## src/rtl/par_io_pkg.sv

```systemverilog
package par_io_pkg;
  localparam int unsigned DATA_W = 8;

  // Control register bit positions
  localparam int unsigned CR_C1_EN   = 0;
  localparam int unsigned CR_C1_RISE = 1;
  localparam int unsigned CR_DSEL    = 2;
  localparam int unsigned CR_C2_B3   = 3;
  localparam int unsigned CR_C2_B4   = 4;
  localparam int unsigned CR_C2_OUT  = 5;
  localparam int unsigned CR_FLAG2   = 6;
  localparam int unsigned CR_FLAG1   = 7;
  localparam int unsigned CR_CFG_W   = 6;

  typedef enum logic [1:0] {
    C2_INPUT  = 2'd0,
    C2_STROBE = 2'd1,
    C2_LEVEL  = 2'd2
  } c2_mode_e;

  function automatic c2_mode_e c2_decode(input logic [DATA_W-1:0] cr);
    if (!cr[CR_C2_OUT])    return C2_INPUT;
    else if (cr[CR_C2_B4]) return C2_LEVEL;
    else                   return C2_STROBE;
  endfunction
endpackage

```

## src/rtl/par_io_edge.sv

```systemverilog
module par_io_edge #(
  parameter int unsigned STAGES = 2  // must be >= 2
) (
  input  logic clk_i,
  input  logic rst_ni,
  input  logic pin_i,
  output logic rise_o,
  output logic fall_o
);
  logic [STAGES-1:0] sync_q;
  logic              last_q;

  always_ff @(posedge clk_i or negedge rst_ni) begin
    if (!rst_ni) begin
      sync_q <= '0;
      last_q <= 1'b0;
    end else begin
      sync_q <= {sync_q[STAGES-2:0], pin_i};
      last_q <= sync_q[STAGES-1];
    end
  end

  assign rise_o = sync_q[STAGES-1] & ~last_q;
  assign fall_o = ~sync_q[STAGES-1] & last_q;
endmodule

```

## src/rtl/par_io_side.sv

```systemverilog
module par_io_side
  import par_io_pkg::*;
#(
  parameter int unsigned SYNC_STAGES = 2
) (
  input  logic              clk_i,
  input  logic              rst_ni,
  input  logic              wr_dat_i,
  input  logic              wr_ctl_i,
  input  logic              rd_dat_i,
  input  logic [DATA_W-1:0] wdata_i,
  output logic [DATA_W-1:0] dat_view_o,
  output logic [DATA_W-1:0] ctl_view_o,
  input  logic [DATA_W-1:0] pin_i,
  output logic [DATA_W-1:0] pin_o,
  output logic [DATA_W-1:0] pin_oe_o,
  input  logic              c1_i,
  input  logic              c2_i,
  output logic              c2_o,
  output logic              c2_oe_o,
  output logic              irq_o,
  output logic              flag_set_o
);
  logic [DATA_W-1:0]   ddr_q, out_q;
  logic [CR_CFG_W-1:0] cfg_q;
  logic                flag1_q, flag2_q, strobe_q;
  logic                c1_rise, c1_fall, c2_rise, c2_fall;
  logic                set1, set2, clr;
  logic [DATA_W-1:0]   cr;
  c2_mode_e            mode;

  par_io_edge #(.STAGES(SYNC_STAGES)) u_c1 (
    .clk_i, .rst_ni, .pin_i(c1_i), .rise_o(c1_rise), .fall_o(c1_fall)
  );
  par_io_edge #(.STAGES(SYNC_STAGES)) u_c2 (
    .clk_i, .rst_ni, .pin_i(c2_i), .rise_o(c2_rise), .fall_o(c2_fall)
  );

  assign cr   = {flag1_q, flag2_q, cfg_q};
  assign mode = c2_decode(cr);

  always_comb begin
    set1 = cr[CR_C1_RISE] ? c1_rise : c1_fall;
    set2 = (mode == C2_INPUT) && (cr[CR_C2_B4] ? c2_rise : c2_fall);
    clr  = rd_dat_i && cr[CR_DSEL];
  end

  always_ff @(posedge clk_i or negedge rst_ni) begin
    if (!rst_ni) begin
      ddr_q    <= '0;
      out_q    <= '0;
      cfg_q    <= '0;
      flag1_q  <= 1'b0;
      flag2_q  <= 1'b0;
      strobe_q <= 1'b0;
    end else begin
      if (wr_ctl_i) cfg_q <= wdata_i[CR_CFG_W-1:0];
      if (wr_dat_i) begin
        if (cr[CR_DSEL]) out_q <= wdata_i;
        else             ddr_q <= wdata_i;
      end
      // a new edge wins over a simultaneous clearing read
      flag1_q  <= set1 | (flag1_q & ~clr);
      flag2_q  <= set2 | (flag2_q & ~clr);
      strobe_q <= wr_dat_i && cr[CR_DSEL] && (mode == C2_STROBE);
    end
  end

  always_comb begin
    dat_view_o = cr[CR_DSEL] ? ((pin_i & ~ddr_q) | (out_q & ddr_q)) : ddr_q;
    ctl_view_o = cr;
    pin_o      = out_q;
    pin_oe_o   = ddr_q;
    irq_o      = (flag1_q && cr[CR_C1_EN]) ||
                 (flag2_q && cr[CR_C2_B3] && (mode == C2_INPUT));
    flag_set_o = set1 | set2;
    unique case (mode)
      C2_STROBE: c2_o = ~strobe_q;
      C2_LEVEL:  c2_o = cr[CR_C2_B3];
      default:   c2_o = 1'b0;
    endcase
    c2_oe_o = (mode != C2_INPUT);
  end
endmodule

```

## src/rtl/par_io_adapter.sv

```systemverilog
module par_io_adapter
  import par_io_pkg::*;
#(
  parameter int unsigned SYNC_STAGES = 2
) (
  input  logic              clk_i,
  input  logic              rst_ni,
  input  logic              cs_i,
  input  logic [1:0]        rsel_i,
  input  logic              wr_i,
  input  logic              rd_i,
  input  logic [DATA_W-1:0] wdata_i,
  output logic [DATA_W-1:0] rdata_o,
  output logic              irq_a_o,
  output logic              irq_b_o,
  input  logic [DATA_W-1:0] port_a_i,
  output logic [DATA_W-1:0] port_a_o,
  output logic [DATA_W-1:0] port_a_oe_o,
  input  logic              ctl1_a_i,
  input  logic              ctl2_a_i,
  output logic              ctl2_a_o,
  output logic              ctl2_a_oe_o,
  input  logic [DATA_W-1:0] port_b_i,
  output logic [DATA_W-1:0] port_b_o,
  output logic [DATA_W-1:0] port_b_oe_o,
  input  logic              ctl1_b_i,
  input  logic              ctl2_b_i,
  output logic              ctl2_b_o,
  output logic              ctl2_b_oe_o
);
  localparam int unsigned SIDES = 2;

  logic [DATA_W-1:0] pin_in  [SIDES];
  logic [DATA_W-1:0] pin_out [SIDES];
  logic [DATA_W-1:0] pin_oe  [SIDES];
  logic [DATA_W-1:0] dat_v   [SIDES];
  logic [DATA_W-1:0] ctl_v   [SIDES];
  logic [SIDES-1:0]  c1_in, c2_in, c2_out, c2_oe, irq, fset;
  logic [DATA_W-1:0] ctrl_a, ctrl_b;
  logic              set_a;

  assign pin_in[0] = port_a_i;
  assign pin_in[1] = port_b_i;
  assign c1_in     = {ctl1_b_i, ctl1_a_i};
  assign c2_in     = {ctl2_b_i, ctl2_a_i};

  for (genvar s = 0; s < SIDES; s++) begin : g_side
    localparam logic SIDE = 1'(s);
    logic hit;
    assign hit = cs_i && (rsel_i[1] == SIDE);

    par_io_side #(.SYNC_STAGES(SYNC_STAGES)) u_side (
      .clk_i, .rst_ni,
      .wr_dat_i  (hit && wr_i && !rsel_i[0]),
      .wr_ctl_i  (hit && wr_i &&  rsel_i[0]),
      .rd_dat_i  (hit && rd_i && !rsel_i[0]),
      .wdata_i,
      .dat_view_o(dat_v[s]),
      .ctl_view_o(ctl_v[s]),
      .pin_i     (pin_in[s]),
      .pin_o     (pin_out[s]),
      .pin_oe_o  (pin_oe[s]),
      .c1_i      (c1_in[s]),
      .c2_i      (c2_in[s]),
      .c2_o      (c2_out[s]),
      .c2_oe_o   (c2_oe[s]),
      .irq_o     (irq[s]),
      .flag_set_o(fset[s])
    );
  end

  always_comb begin
    rdata_o = '0;
    if (cs_i && rd_i) begin
      unique case (rsel_i)
        2'd0:    rdata_o = dat_v[0];
        2'd1:    rdata_o = ctl_v[0];
        2'd2:    rdata_o = dat_v[1];
        default: rdata_o = ctl_v[1];
      endcase
    end
  end

  assign irq_a_o     = irq[0];
  assign irq_b_o     = irq[1];
  assign port_a_o    = pin_out[0];
  assign port_a_oe_o = pin_oe[0];
  assign port_b_o    = pin_out[1];
  assign port_b_oe_o = pin_oe[1];
  assign ctl2_a_o    = c2_out[0];
  assign ctl2_a_oe_o = c2_oe[0];
  assign ctl2_b_o    = c2_out[1];
  assign ctl2_b_oe_o = c2_oe[1];
  assign ctrl_a      = ctl_v[0];
  assign ctrl_b      = ctl_v[1];
  assign set_a       = fset[0];
endmodule

```

## config.mk

```make
export PLATFORM = sky130hd
export DESIGN_NAME = par_io_adapter
export DESIGN_NICKNAME = d
export VERILOG_FILES = /design/src/rtl/par_io_pkg.sv /design/src/rtl/par_io_edge.sv /design/src/rtl/par_io_side.sv /design/src/rtl/par_io_adapter.sv
export SDC_FILE = /design/constraint.sdc
export NUM_CORES = 1
export LEC_CHECK = 0
export BUFFER_PORTS_ARGS = -buffer_cell sky130_fd_sc_hd__buf_2
export CAP_MARGIN = 10
export CORE_MARGIN = 5
export CORE_UTILIZATION = 30
export CTS_BUF_LIST = sky130_fd_sc_hd__clkbuf_8
export CTS_CLUSTER_DIAMETER = 120
export CTS_CLUSTER_SIZE = 24
export DETAILED_ROUTE_END_ITERATION = 6
export GPL_TIMING_DRIVEN = 0
export SLEW_MARGIN = 20
export SYNTH_ARGS = -nofsm -noshare
export SYNTH_HDL_FRONTEND = slang
export SYNTH_SLANG_ARGS = --single-unit
```

## constraint.sdc

```tcl
create_clock -name clk_i -period 1.6 [get_ports clk_i]
set_clock_uncertainty 0.05 [all_clocks]
set_input_delay 0.32 -clock clk_i [delete_from_list [all_inputs] [get_ports clk_i]]
set_output_delay 0.32 -clock clk_i [all_outputs]
set_load 0.005 [all_outputs]
```

Yosys cells after proc, flatten, opt, wreduce, memory -nomap -nowiden
Cells that the tools add are included.
{ "word_totals": {"reg_bits": 62, "input_bits": 35, "out_inout_bits": 46, "elab_cells": 118} }
{ "classes": {"n_reduce_logical": 39, "n_mux": 14, "n_eq_ne": 6, "n_bitwise": 39} }
{ "ops": {"columns": ["operator", "n"], "rows": [
  ["$and 8x8->8", 4],
  ["$logic_and 1x1->1", 27],
  ["$mux 8", 3],
  ["$pmux 8 s3", 1],
  ["$not 8->8", 2],
  ["$or 8x8->8", 2],
  ["$not 1->1", 15],
  ["$and 1x1->1", 12],
  ["$mux 2", 4],
  ["$reduce_and 2->1", 4],
  ["$eq 2x1->1 const B", 3],
  ["$eq 2x2->1 const B", 3],
  ["$logic_not 2->1", 3],
  ["$mux 1", 4],
  ["$or 1x1->1", 4],
  ["$pmux 1 s2", 2],
  ["$reduce_bool 2->1", 2],
  ["$logic_or 1x1->1", 2],
  ["$logic_not 1->1", 1]
]} }

Longest topological paths before layout
{ "logic_depth": {"ltp_word": 8, "ltp_mapped": 5, "mapped_depth_nobuf": 3} }

Cells and area by module
A second synthesis with hierarchy kept.
{ "unflattened": {"hier_cells": 243, "hier_area_um2": 2920.3} }
{ "modules_own_cells": {"columns": ["mod", "n_inst", "area_each_um2", "cells_per_inst", "seq_area_each_um2"], "rows": [
  ["par_io_side", 2, 1131.1, 93, 625.6],
  ["par_io_edge", 4, 90.1, 5, 75.1],
  ["par_io_adapter", 1, 297.8, 37, 0.0]
]} }

Worst setup path before layout
Ideal clock, no wire load.
{ "synth_path": {"kind": "input to output", "startpoint": "input rsel_i[0]", "endpoint": "output rdata_o[6]", "n_path_buf": 1, "slack_ns": -0.002, "arrival_time_ns": 1.232, "stages": 4, "required_time_ns": 1.230, "path_cell_list": "buf_4 nand3b_1 nor2_1 a221o_1"} }
{ "synth_between": {"elab_chain_len": 3, "elab_cells_between_ends": 5, "cone_classes": "eq/ne (2); mux (2); reduce/logical (1)"} }
{ "synth_lines": {"columns": ["item", "line", "source"], "rows": [
  ["start: declaration", "par_io_adapter.sv:9", "input logic [1:0] rsel_i,"],
  ["$eq 2x2->1, or another cell as far along", "par_io_adapter.sv:75", "unique case (rsel_i)"],
  ["$pmux 8 s3 (*)", "par_io_adapter.sv:75", null],
  ["$mux 8 (*)", "par_io_adapter.sv:74", "if (cs_i && rd_i) begin"],
  ["end: declaration", "par_io_adapter.sv:13", "output logic [DATA_W-1:0] rdata_o,"]
]} }
Every way passes the cells marked *; elsewhere a longest branch is shown, timed or not.

Worst setup path in the final report
{ "layout_path": {"startpoint": "register g_side[0].u_side.cfg_q[2]", "endpoint": "output rdata_o[6]"} }
{ "layout_between": {"elab_chain_len": 3} }
{ "layout_lines": {"columns": ["item", "line", "source"], "rows": [
  ["start: declaration", "par_io_side.sv:25", "logic [CR_CFG_W-1:0] cfg_q;"],
  ["start signal: assignment", "par_io_side.sv:57", "if (wr_ctl_i) cfg_q <= wdata_i[CR_CFG_W-1:0];"],
  ["$mux 8", "par_io_side.sv:70", "dat_view_o = cr[CR_DSEL] ? ((pin_i & ~ddr_q) | (out_q & ddr_q)) : ddr_q;"],
  ["$pmux 8 s3", "par_io_adapter.sv:75", null],
  ["$mux 8", "par_io_adapter.sv:74", null]
]} }
No other way between the ends.

==> summary.txt <==
PLACEMENT
-------------------------------------------------------------------------------------
Routability-driven placement congestion ratio ..........................        0.845
HPWL after DPL .........................................................      5720 um
Worst slack at placement ...............................................      -525 ps
Cell count after placement .............................................          419
Buffers on Ports .......................................................           79

SYNTHESIS
-------------------------------------------------------------------------------------
Register bit count reported by yosys ...................................           62
Cell type contributing the most total cell area after synthesis ........      dfrtp_1
Synthesized area per cell ..............................................    12.3 um^2
Count of distinct cell types in the synthesized netlist ................           30
Synthesized instance count .............................................          229
Area share of the largest cell type after synthesis ....................        0.549
Sequential cell area fraction in the yosys report ......................        0.549
Area of the mapped netlist .............................................    2830 um^2
Synth Net Count ........................................................          264
Synth Warn # ...........................................................            0
Ranking of synthesized cells by area ................................... dfrtp_1 55%, mux2_2 18%, a21oi_1 3.5%

DRT
-------------------------------------------------------------------------------------
Routed via count .......................................................        2,318
Detailed-route DRC error count .........................................            0
DR vias/cell ...........................................................         5.08
Pre-antenna DRT Iters ..................................................            4
Routed Antenna Nets ....................................................            0
Count of routing violations after the opening detailed-route iteration .           98
Final routed wire length divided by cell count .........................      18.6 um
Overall routed net length ..............................................      8500 um

SETUP PATH
-------------------------------------------------------------------------------------
Startpoint Class .......................................................         flop
Worst-path cell with the longest stage delay ...........................      dfrtp_1
Reg-to-reg setup timing slack ..........................................       -20 ps
Worst path buffer plus inverter count ..................................            3
Cell Chain, Critical Path .............................................. buf_6, clkbuf_16, a21oi_2, a31oi_1, a221o_1, buf_2
CP peak stage delay ....................................................       390 ps
Arrival time worst endpoint ............................................      1650 ps
CP delay by family, top ................................................ compound AO/OA/AOI/OAI gates
CP Data Required Time ..................................................      1230 ps
Nature of the critical path endpoint ................................... primary output
Maximum fanout along the worst path ....................................            6
Crit path kind ......................................................... flop to primary output

POWER AND IR DROP
-------------------------------------------------------------------------------------
Total power per unit cell area ......................................... 1380 nW/um^2
Internal cell power ....................................................      3.71 mW
Net switching component of the power ...................................      1.73 mW
Leak ...................................................................      1.86 nW
Net Sw Frac ............................................................        0.318
Share of total power in combinational logic ............................        0.310
Max VDD drop ...........................................................     0.540 mV
Clock network fraction of design power .................................        0.263
Fraction of power consumed by sequential logic .........................        0.428

STATUS
-------------------------------------------------------------------------------------
Result of the run ...................................................... finished with violations
Violated checks ........................................................ setup timing

FINAL LAYOUT
-------------------------------------------------------------------------------------
Share of layout cells above drive strength 1 ...........................        0.557
Final cell count without fillers .......................................          456
Area Growth Syn to Fin .................................................        38.9%
Most common cell after layout, fill and taps aside .....................        buf_2
Commonest non-fill, non-tap cells in the layout ........................ 77 x buf_2, 59 x dfrtp_1, 36 x mux2_2, 16 x inv_1, 16 x a31oi_1
Net total in the final layout ..........................................          375
Antenna diode count ....................................................            0

FLOORPLANNING
-------------------------------------------------------------------------------------
Overall die width ......................................................       107 um
Overall die area .......................................................  11,500 um^2
Overall die height .....................................................       107 um
CORE AREA ..............................................................    9200 um^2
I/O pins ...............................................................           81
Initial Utilization ....................................................        0.307
Standard-cell row count ................................................           35

CTS
-------------------------------------------------------------------------------------
Reg clk slew, reported paths ...........................................        70 ps
Number of hold-repair buffers added at the cts stage ...................            0
Clock buffers created by TritonCTS .....................................            9
Clock latency reported for the late side of the worst-skew pair ........       330 ps
Number of levels in the clock H-tree ...................................            3
Deepest clock path buffer count ........................................            2
Buffer type at the clock tree root .....................................     clkbuf_8
Num Clock Sinks ........................................................           62
TritonCTS clock tree ...................................................          yes

TIMING
-------------------------------------------------------------------------------------
Min cycle time layout ..................................................      2020 ps
Final setup viols ......................................................           13
Final hold vios ........................................................            0
Slack of the critical path .............................................      -421 ps
Unrepaired setup endpoints after global routing ........................          yes
Worst Max-Slew Pin Slew ................................................       780 ps
Period Utilization, post-route .........................................         1.26
Max-slew headroom at the worst pin .....................................        0.480
Highest Clock Rate .....................................................    0.495 GHz
Final max-slew violation count .........................................            0

GLOBAL ROUTE
-------------------------------------------------------------------------------------
Maximum number of pins on one net before global-route repair ...........           63
Residual overflow from global routing ..................................            0
GRT Overall Usage ......................................................        0.148
Initial antenna violation count ........................................            0
Number of global-route vias before repair ..............................        2,406
Wire length of the first global-routing pass ...........................    12,900 um

MIN PATH
-------------------------------------------------------------------------------------
Hold crit path type .................................................... primary input to asynchronous set/reset pin

FLOW RUN
-------------------------------------------------------------------------------------
MaxCap Viol Count ......................................................            0

## synthesized netlist by cell type, drive strengths merged
master	count
mux2i	7
nand4	2
nand2	5
nor2	13
nor4	2
nand3	2
o2bb2ai	1
or2	1
a21oi	20
or3b	1
nor3b	2
buf	4
a221o	9
inv	18
nor2b	1
nand2b	1
nand3b	2
mux2	44
o21ai	5
nor3	2
and2	1
dfrtp	62
and3b	3
a31oi	16
a32o	1
clkbuf	4
## flip-flops by register name, indices dropped and copies added (netlist names)
signal,count
g_side.u_side.pin_o,16
g_side.u_side.u_c1.last_q,2
g_side.u_side.strobe_q,2
g_side.u_side.u_c2.last_q,2
g_side.u_side.flag1_q,2
g_side.u_side.pin_oe_o,16
g_side.u_side.u_c1.sync_q,4
g_side.u_side.cfg_q,12
g_side.u_side.flag2_q,2
g_side.u_side.u_c2.sync_q,4
## per-layer routing
metal | up-vias | global-route usage | routed length (um)
li1 | 1061 | - | -
met1 | 1171 | 0.199 | 3880
met2 | 78 | 0.227 | 4000
met3 | 8 | 0.0476 | 532
met4 | 0 | 0.0466 | 76
met5 | - | 0 | 0
## logic make-up (layout without fill, tap and decap cells)
group / Yosys count / count (layout) / synth area share
AO/OA/AOI/OAI: 52 / 52 / 0.118
flip-flops: 62 / 62 / 0.549
buffers and inverters: 26 / 142 / 0.0394
AND/OR/NAND/NOR: 38 / 38 / 0.0930
multiplexers: 51 / 51 / 0.200
## power by group through the flow
stage	Combinational (mW)	Sequential (mW)	Clock [mW]
after floorplan	0.748	2.26	0
after global placement	1.35	2.30	0
after detailed placement	1.37	2.32	0
after CTS	1.60	2.31	1.46
after global routing	1.84	2.38	1.54
final	1.68	2.32	1.43
## per-stage QoR
stage          power, mW  hold WS (ps)  TNS (ps)  instance area, um^2   util
2_1_floorplan       3.01         -25.6         0                 2830      -
3_3_place_gp        3.65           285    -14080                 3360  0.366
3_5_place_dp        3.69           286    -12050                 3370  0.366
4_1_cts             5.37          17.4     -3420                 3840  0.418
5_1_grt             5.76          6.78     -4200                 3930  0.427
6_report            5.43          21.2     -3180                 3930  0.427
## path summary, 6_finish.rpt
| check | cells past startpoint | end | startpoint |
|---|---|---|---|
| worst min-delay path | 1 | g_side[1].u_side.u_c1.sync_q[0] | rst_ni |
| min in group clk_i | 1 | g_side[0].u_side.u_c1.sync_q[0] | ctl1_a_i |
| max in group asynchronous | 1 | g_side[1].u_side.cfg_q[5] | rst_ni |
| worst min register to register | 0 | g_side[0].u_side.u_c2.sync_q[1] | g_side[0].u_side.u_c2.sync_q[0] |
| worst max-delay path | 6 | rdata_o[6] | g_side[0].u_side.cfg_q[2] |
| worst max register to register | 5 | g_side[1].u_side.pin_oe_o[5] | g_side[1].u_side.cfg_q[2] |
## final cells by class
type / instances / area (um^2)
timing repair buffer: 100 / 606
inverter: 18 / 70.1
clock buffer: 11 / 151
multi-input combinational: 141 / 1240
tap: 111 / 139
sequential: 62 / 1560
buffer: 8 / 103
fill: 891 / 5270
clock inverter: 5 / 57.6
## repair_timing
item / CTS / global route
pin swaps: 9 / 3
cloned: 2 / 0
setup buffers: 19 / 0
resized for setup: 27 / 26
endpoints found under the setup margin: 45 / 43
Power figures use the tool's default switching activity.
